[src/rtl/nvp_pkg.sv]
package nvp_pkg;
  localparam logic [1:0] SEL_ADDR_LO = 2'd0;
  localparam logic [1:0] SEL_ADDR_HI = 2'd1;
  localparam logic [1:0] SEL_DATA    = 2'd2;
  localparam logic [1:0] SEL_CTRL    = 2'd3;

  localparam int CB_RD = 0;
  localparam int CB_WR = 1;
  localparam int CB_ME = 2;
  localparam int CB_IE = 3;

  typedef struct packed {
    logic loadRead;
    logic startWrite;
    logic commitWrite;
  } nvpStrobe_t;
endpackage

[src/rtl/nvp_ctrl.sv]
module nvp_ctrl
  import nvp_pkg::*;
#(
  parameter int WRITE_CYCLES = 5000,
  parameter int ARM_WINDOW   = 4
) (
  input  logic       clk,
  input  logic       rstN,
  input  logic [1:0] busSel,
  input  logic       busWrite,
  input  logic [7:0] busWdata,
  output nvpStrobe_t strb,
  output logic [7:0] ctrlView,
  output logic       irq
);
  localparam int CNT_W = $clog2(WRITE_CYCLES + 1);
  localparam int ARM_W = $clog2(ARM_WINDOW + 1);

  logic             irqEn;
  logic             busy;
  logic             rdPend;
  logic [CNT_W-1:0] cnt;
  logic [ARM_W-1:0] armCnt;
  logic             armed;
  logic             ctrlWr;
  logic             reqRead;
  logic             reqWrite;
  logic             reqArm;

  assign armed    = armCnt != '0;
  assign ctrlWr   = busWrite && (busSel == SEL_CTRL);
  assign reqRead  = ctrlWr && busWdata[CB_RD] && !busy;
  assign reqWrite = ctrlWr && busWdata[CB_WR] && !busy && armed;
  assign reqArm   = ctrlWr && busWdata[CB_ME] && !busy && !reqWrite;

  always_ff @(posedge clk) begin
    if (!rstN) begin
      irqEn  <= 1'b0;
      busy   <= 1'b0;
      rdPend <= 1'b0;
      cnt    <= '0;
      armCnt <= '0;
    end else begin
      if (ctrlWr) irqEn <= busWdata[CB_IE];
      rdPend <= reqRead;
      if (reqWrite) begin
        busy   <= 1'b1;
        cnt    <= CNT_W'(WRITE_CYCLES - 1);
        armCnt <= '0;
      end else begin
        if (busy) begin
          if (cnt == '0) busy <= 1'b0;
          else           cnt  <= cnt - 1'b1;
        end
        if (reqArm)     armCnt <= ARM_W'(ARM_WINDOW);
        else if (armed) armCnt <= armCnt - 1'b1;
      end
    end
  end

  always_comb begin
    strb.loadRead    = rdPend;
    strb.startWrite  = reqWrite;
    strb.commitWrite = busy && (cnt == '0);
  end

  assign ctrlView = {4'b0000, irqEn, armed, busy, rdPend};
  assign irq      = irqEn && !busy;

  assert_read_pend_R5: assert property (@(posedge clk) disable iff (!rstN)
    (ctrlWr && busWdata[CB_RD] && !busy) |=> rdPend);
  assert_arm_needed_R7: assert property (@(posedge clk) disable iff (!rstN)
    $rose(busy) |-> $past(armed));
  assert_arm_bound_R7: assert property (@(posedge clk) disable iff (!rstN)
    armCnt <= ARM_W'(ARM_WINDOW));
  assert_busy_hold_R6: assert property (@(posedge clk) disable iff (!rstN)
    (busy && cnt != '0) |=> busy);
  assert_busy_blocks_R8: assert property (@(posedge clk) disable iff (!rstN)
    busy |=> !rdPend);
endmodule

[src/rtl/nvp_datapath.sv]
module nvp_datapath
  import nvp_pkg::*;
#(
  parameter int ADDR_W = 9
) (
  input  logic       clk,
  input  logic       rstN,
  input  logic [1:0] busSel,
  input  logic       busWrite,
  input  logic [7:0] busWdata,
  input  nvpStrobe_t strb,
  output logic [7:0] addrLoView,
  output logic [7:0] addrHiView,
  output logic [7:0] dataView
);
  localparam int DEPTH = 1 << ADDR_W;
  localparam int HI_W  = ADDR_W - 8;

  logic [7:0]        addrLo;
  logic [HI_W-1:0]   addrHi;
  logic [7:0]        dataReg;
  logic [ADDR_W-1:0] snapAddr;
  logic [7:0]        snapData;
  logic [7:0]        store [DEPTH];
  logic [ADDR_W-1:0] curAddr;
  logic [7:0]        readByte;

  assign curAddr  = {addrHi, addrLo};
  assign readByte = store[curAddr];

  always_ff @(posedge clk) begin
    if (busWrite && busSel == SEL_ADDR_LO) addrLo <= busWdata;
    if (busWrite && busSel == SEL_ADDR_HI) addrHi <= busWdata[HI_W-1:0];
    if (strb.startWrite) begin
      snapAddr <= curAddr;
      snapData <= dataReg;
    end
    if (strb.commitWrite) store[snapAddr] <= snapData;
  end

  always_ff @(posedge clk) begin
    if (!rstN)                                 dataReg <= 8'h00;
    else if (strb.loadRead)                    dataReg <= readByte;
    else if (busWrite && busSel == SEL_DATA)   dataReg <= busWdata;
  end

  assign addrLoView = addrLo;
  assign addrHiView = {{(8 - HI_W){1'b0}}, addrHi};
  assign dataView   = dataReg;

  assert_read_copy_R5: assert property (@(posedge clk) disable iff (!rstN)
    strb.loadRead |=> dataReg == $past(readByte));
endmodule

[src/rtl/nv_byte_port.sv]
module nv_byte_port
  import nvp_pkg::*;
#(
  parameter int ADDR_W       = 9,
  parameter int WRITE_CYCLES = 5000,
  parameter int ARM_WINDOW   = 4
) (
  input  logic       clk,
  input  logic       rstN,
  input  logic [1:0] busSel,
  input  logic       busWrite,
  input  logic [7:0] busWdata,
  output logic [7:0] busRdata,
  output logic       irq
);
  nvpStrobe_t strb;
  logic [7:0] ctrlView;
  logic [7:0] addrLoView;
  logic [7:0] addrHiView;
  logic [7:0] dataView;

  nvp_ctrl #(.WRITE_CYCLES(WRITE_CYCLES), .ARM_WINDOW(ARM_WINDOW)) u_ctrl (
    .clk(clk), .rstN(rstN), .busSel(busSel), .busWrite(busWrite),
    .busWdata(busWdata), .strb(strb), .ctrlView(ctrlView), .irq(irq));

  nvp_datapath #(.ADDR_W(ADDR_W)) u_dp (
    .clk(clk), .rstN(rstN), .busSel(busSel), .busWrite(busWrite),
    .busWdata(busWdata), .strb(strb), .addrLoView(addrLoView),
    .addrHiView(addrHiView), .dataView(dataView));

  always_comb begin
    case (busSel)
      SEL_ADDR_LO: busRdata = addrLoView;
      SEL_ADDR_HI: busRdata = addrHiView;
      SEL_DATA:    busRdata = dataView;
      default:     busRdata = ctrlView;
    endcase
  end

  assert_irq_on_done_R9: assert property (@(posedge clk) disable iff (!rstN)
    ($fell(ctrlView[CB_WR]) && ctrlView[CB_IE]) |-> irq);
endmodule

[config.mk]
export PLATFORM = sky130hd
export DESIGN_NAME = nv_byte_port
export DESIGN_NICKNAME = d
export VERILOG_FILES = /design/src/rtl/nvp_pkg.sv /design/src/rtl/nvp_ctrl.sv /design/src/rtl/nvp_datapath.sv /design/src/rtl/nv_byte_port.sv
export SDC_FILE = /design/constraint.sdc
export NUM_CORES = 2
export LEC_CHECK = 0
export ABC_CLOCK_PERIOD_IN_PS = 18400
export BUFFER_PORTS_ARGS = -buffer_cell sky130_fd_sc_hd__buf_2
export CAP_MARGIN = 5
export CORE_MARGIN = 2
export CORE_UTILIZATION = 68
export DETAILED_ROUTE_END_ITERATION = 16
export PLACE_DENSITY_LB_ADDON = 0.12
export RECOVER_POWER = 100
export SLEW_MARGIN = 20
export SYNTH_ARGS = -nofsm -noshare
export SYNTH_HDL_FRONTEND = slang
export SYNTH_SLANG_ARGS = --single-unit
[constraint.sdc]
create_clock -name clk -period 18.4 [get_ports clk]
set_clock_uncertainty 0.15 [all_clocks]
set_input_delay 2.76 -clock clk [delete_from_list [all_inputs] [get_ports clk]]
set_output_delay 2.76 -clock clk [all_outputs]
set_load 0.01 [all_outputs]
==> impl_metrics.ini <==
[detailed_routing]
drt_iter0_markers = 13595
wl_met2_mm = 199
ant_nets = 0
highest_layer = met5
viasPerCell = 7.37
firstDrtPassIters = 6
wirelength_mm = 430
wl_per_cell_um = 38.7
vias = 81854
met3_length_mm = 58.8
drc = 0
wl_met1_mm = 148

[critical_path]
reg2reg_slack_ns = 6.43
slowest_delay_ns = 6.32
path_cells = clkbuf_1, clkbuf_1
critical_path.slowest_cell = clkbuf_1
crit_type = reg -> reg
reg2reg_from = u_dp.snapData[1]$_DFFE_PP_
start_kind = register
rr_worst_depth = 2
cpMostUsedCell = clkbuf_1
r2r_end = u_dp.store[57][1]$_DFFE_PP_
cp.required_ns = 17.75
critical_path_arrival_ns = 11.32
cp-end-kind = register
cp_num_buf_inv = 2
crit_family = buffers and inverters
crit_fanout = 200

[timing]
hold_violations = 0
setup_ws_ns = 6.43
setup_viol = 0
tightestPinTransition_ns = 8.86
slew_headroom = -4.91
setup_tns_ns = 0
slew_viol_final = 4640
fmax_mhz = 83.5
period_share = 0.651
min_period_ns = 11.97
rsz0062_at_grt = false

[flow_run]
maxCapViolCount = 74

[die]
fp.dieW_um = 491
dieHeight_um = 491
io_pins = 22
dieArea_um2 = 241000
initial_core_util = 0.685
core-area_um2 = 236000
rows = 178

[synthesis]
synth-edff-count = 4122
yosysSeqAreaShare = 0.770
synth.distinct_cells = 70
synth.avg_cell_area_um2 = 21.7
yosysTopAreaCell = edfxtp_1
synth_top_area_share = 0.767
synth_top_flop_cell = edfxtp_1
async_flop_share = 0
syn_nets = 7469
synth.area.top_cells = edfxtp_1 77%, mux4_2 15%, mux2i_1 1.4%
synth.cell_area_um2 = 161000
yosys_register_bits = 4149
yosys_warnings = 0
syn_inst = 7451

[min_path]
min_from = u_ctrl.cnt[11]$_SDFFE_PP0P_
min_to = u_ctrl.cnt[11]$_SDFFE_PP0P_
hold_path_depth = 2
hold_path_class = reg -> reg

[clocking]
post_cts_buffers = 0
cts-root-buf = clkbuf_16
ctsHoldBuffers = 0
cts_tree = done
cts_buffers = 406
cts_buffer_depth = 4
clkTransAtPathRegs_ns = 0.06
clock_sinks = 4149
cts_resized = 0
clkLatencyLatePin_ns = 1.01
htreeDepth = 5

[final_layout]
syn_to_final_growth_pct = 9.78
seq_area_um2 = 124000
final_layout_size_suffix_gt1_frac = 0.230
multi_input_area_um2 = 34600
final_cell_mix = 4122 x edfxtp_1, 1071 x mux4_2, 600 x nor2_1, 412 x clkbuf_16, 264 x nand2_1
fin_nets = 7632
n_fill_cell = 12555
post-route-util = 0.752
final_common_cell = edfxtp_1

[placement]
pre_cts_slack_ns = 11.64
io_buffers = 21
dp_hpwl_mm = 244
gp_congestion = 0.881

[grt]
grt_max_degree = 242
antenna_found_initial = 25
track_usage = 0.359
grt_pass1_vias = 80113
grt.overflow.total = 0
grt_pass1_wl_mm = 606

[run_status]
status = finished with violations
violations = capacitance limit, slew limit

[power]
powerDensity_nw_per_um2 = 110
p_leak_nw = 54.7
worst_ir_drop_vdd_v = 0.000118
[worst reg2reg max path, cell delays in order (launching register included)]
cell,delay [ns]
edfxtp_1,0.34
clkbuf_1,3.36
clkbuf_1,6.34
[routing by layer]
layer / up-vias / global-route usage
met5: - / 0
met4: 22 / 0.172
met3: 1184 / 0.101
met2: 6557 / 0.531
met1: 42651 / 0.507
li1: 31440 / -
[stage by stage]
step	power [mW]	std cells	hold slack [ns]	instance area, um2
floorplan	11.1	7451	0.269	161000
global placement	11.3	10346	0.315	165000
detailed placement	11.3	10349	0.355	165000
CTS	19.4	11082	0.371	178000
global route	19.8	11090	0.381	177000
finish	19.4	11100	0.372	177000
[kinds of logic after synthesis]
kind of cell / Yosys count / synth area share
flops: 4149 / 0.770
fa+ha+maj: 5 / 0.000388
mux: 1335 / 0.166
xor+xnor: 13 / 0.000705
buf+inv: 462 / 0.0168
simple gates: 1085 / 0.0282
compound gates: 402 / 0.0177
[where the power goes]
group          switching, mW  internal, mW
Combinational          0.517         0.285
Sequential            0.0145          10.4
Clock                   3.51          4.73
Total                   4.04          15.4
[registers in the layout, summed over array words and instances (netlist names)]
| register | count |
|---|---|
| u_dp.addrLoView | 8 |
| u_dp.addrHi | 1 |
| u_dp.snapData | 8 |
| u_dp.store | 4096 |
| u_dp.dataView | 8 |
| u_ctrl.rdPend | 1 |
| u_ctrl.busy | 1 |
| u_ctrl.cnt | 13 |
| u_ctrl.armCnt | 3 |
| u_dp.snapAddr | 9 |
| u_ctrl.irqEn | 1 |
[Yosys cell counts, drive strengths merged (4+ instances only)]
library cell / instances
a2111oi: 15
a211oi: 31
a21boi: 9
a21oi: 58
a221oi: 16
a22oi: 30
a311o: 5
a311oi: 7
a31oi: 13
a32o: 7
a32oi: 4
and2: 22
and3: 22
buf: 258
clkbuf: 187
dfxtp: 27
edfxtp: 4122
ha: 5
inv: 15
mux2: 32
mux2i: 232
mux4: 1071
nand2: 267
nand2b: 12
nand3: 54
nand4: 10
nor2: 604
nor2b: 18
nor3: 19
nor3b: 7
nor4: 14
o211ai: 10
o21ai: 42
o221ai: 47
o22ai: 67
o31ai: 8
o32ai: 5
o41ai: 4
or2: 5
or3: 14
or4: 9
xnor2: 7
xor2: 6
[how the worst max path moves through the flow]
| stage | start | to | cells after the start |
|---|---|---|---|
| after floorplan | u_dp.snapData[0]$_DFFE_PP_ | u_dp.store[0][0]$_DFFE_PP_ | 0 |
| after global placement | u_dp.addrLoView[0]$_DFFE_PP_ | u_dp.dataView[5]$_SDFFE_PN0P_ | 11 |
| after detailed placement | u_dp.addrLoView[0]$_DFFE_PP_ | u_dp.dataView[4]$_SDFFE_PN0P_ | 10 |
| after CTS | u_dp.addrLoView[0]$_DFFE_PP_ | u_dp.dataView[5]$_SDFFE_PN0P_ | 11 |
| after global routing | u_dp.snapData[1]$_DFFE_PP_ | u_dp.store[57][1]$_DFFE_PP_ | 2 |
| final | u_dp.snapData[1]$_DFFE_PP_ | u_dp.store[57][1]$_DFFE_PP_ | 2 |
[final cells by class]
type                            count  area share
Tap cell                         3150      0.0222
Antenna cell                       11    0.000155
Clock inverter                    244      0.0132
Inverter                           17    0.000459
Clock buffer                      489      0.0601
Sequential cell                  4149       0.702
Timing Repair Buffer              200     0.00728
Multi-Input combinational cell   2840       0.195
No activity file was read; power rests on OpenSTA's default activity.
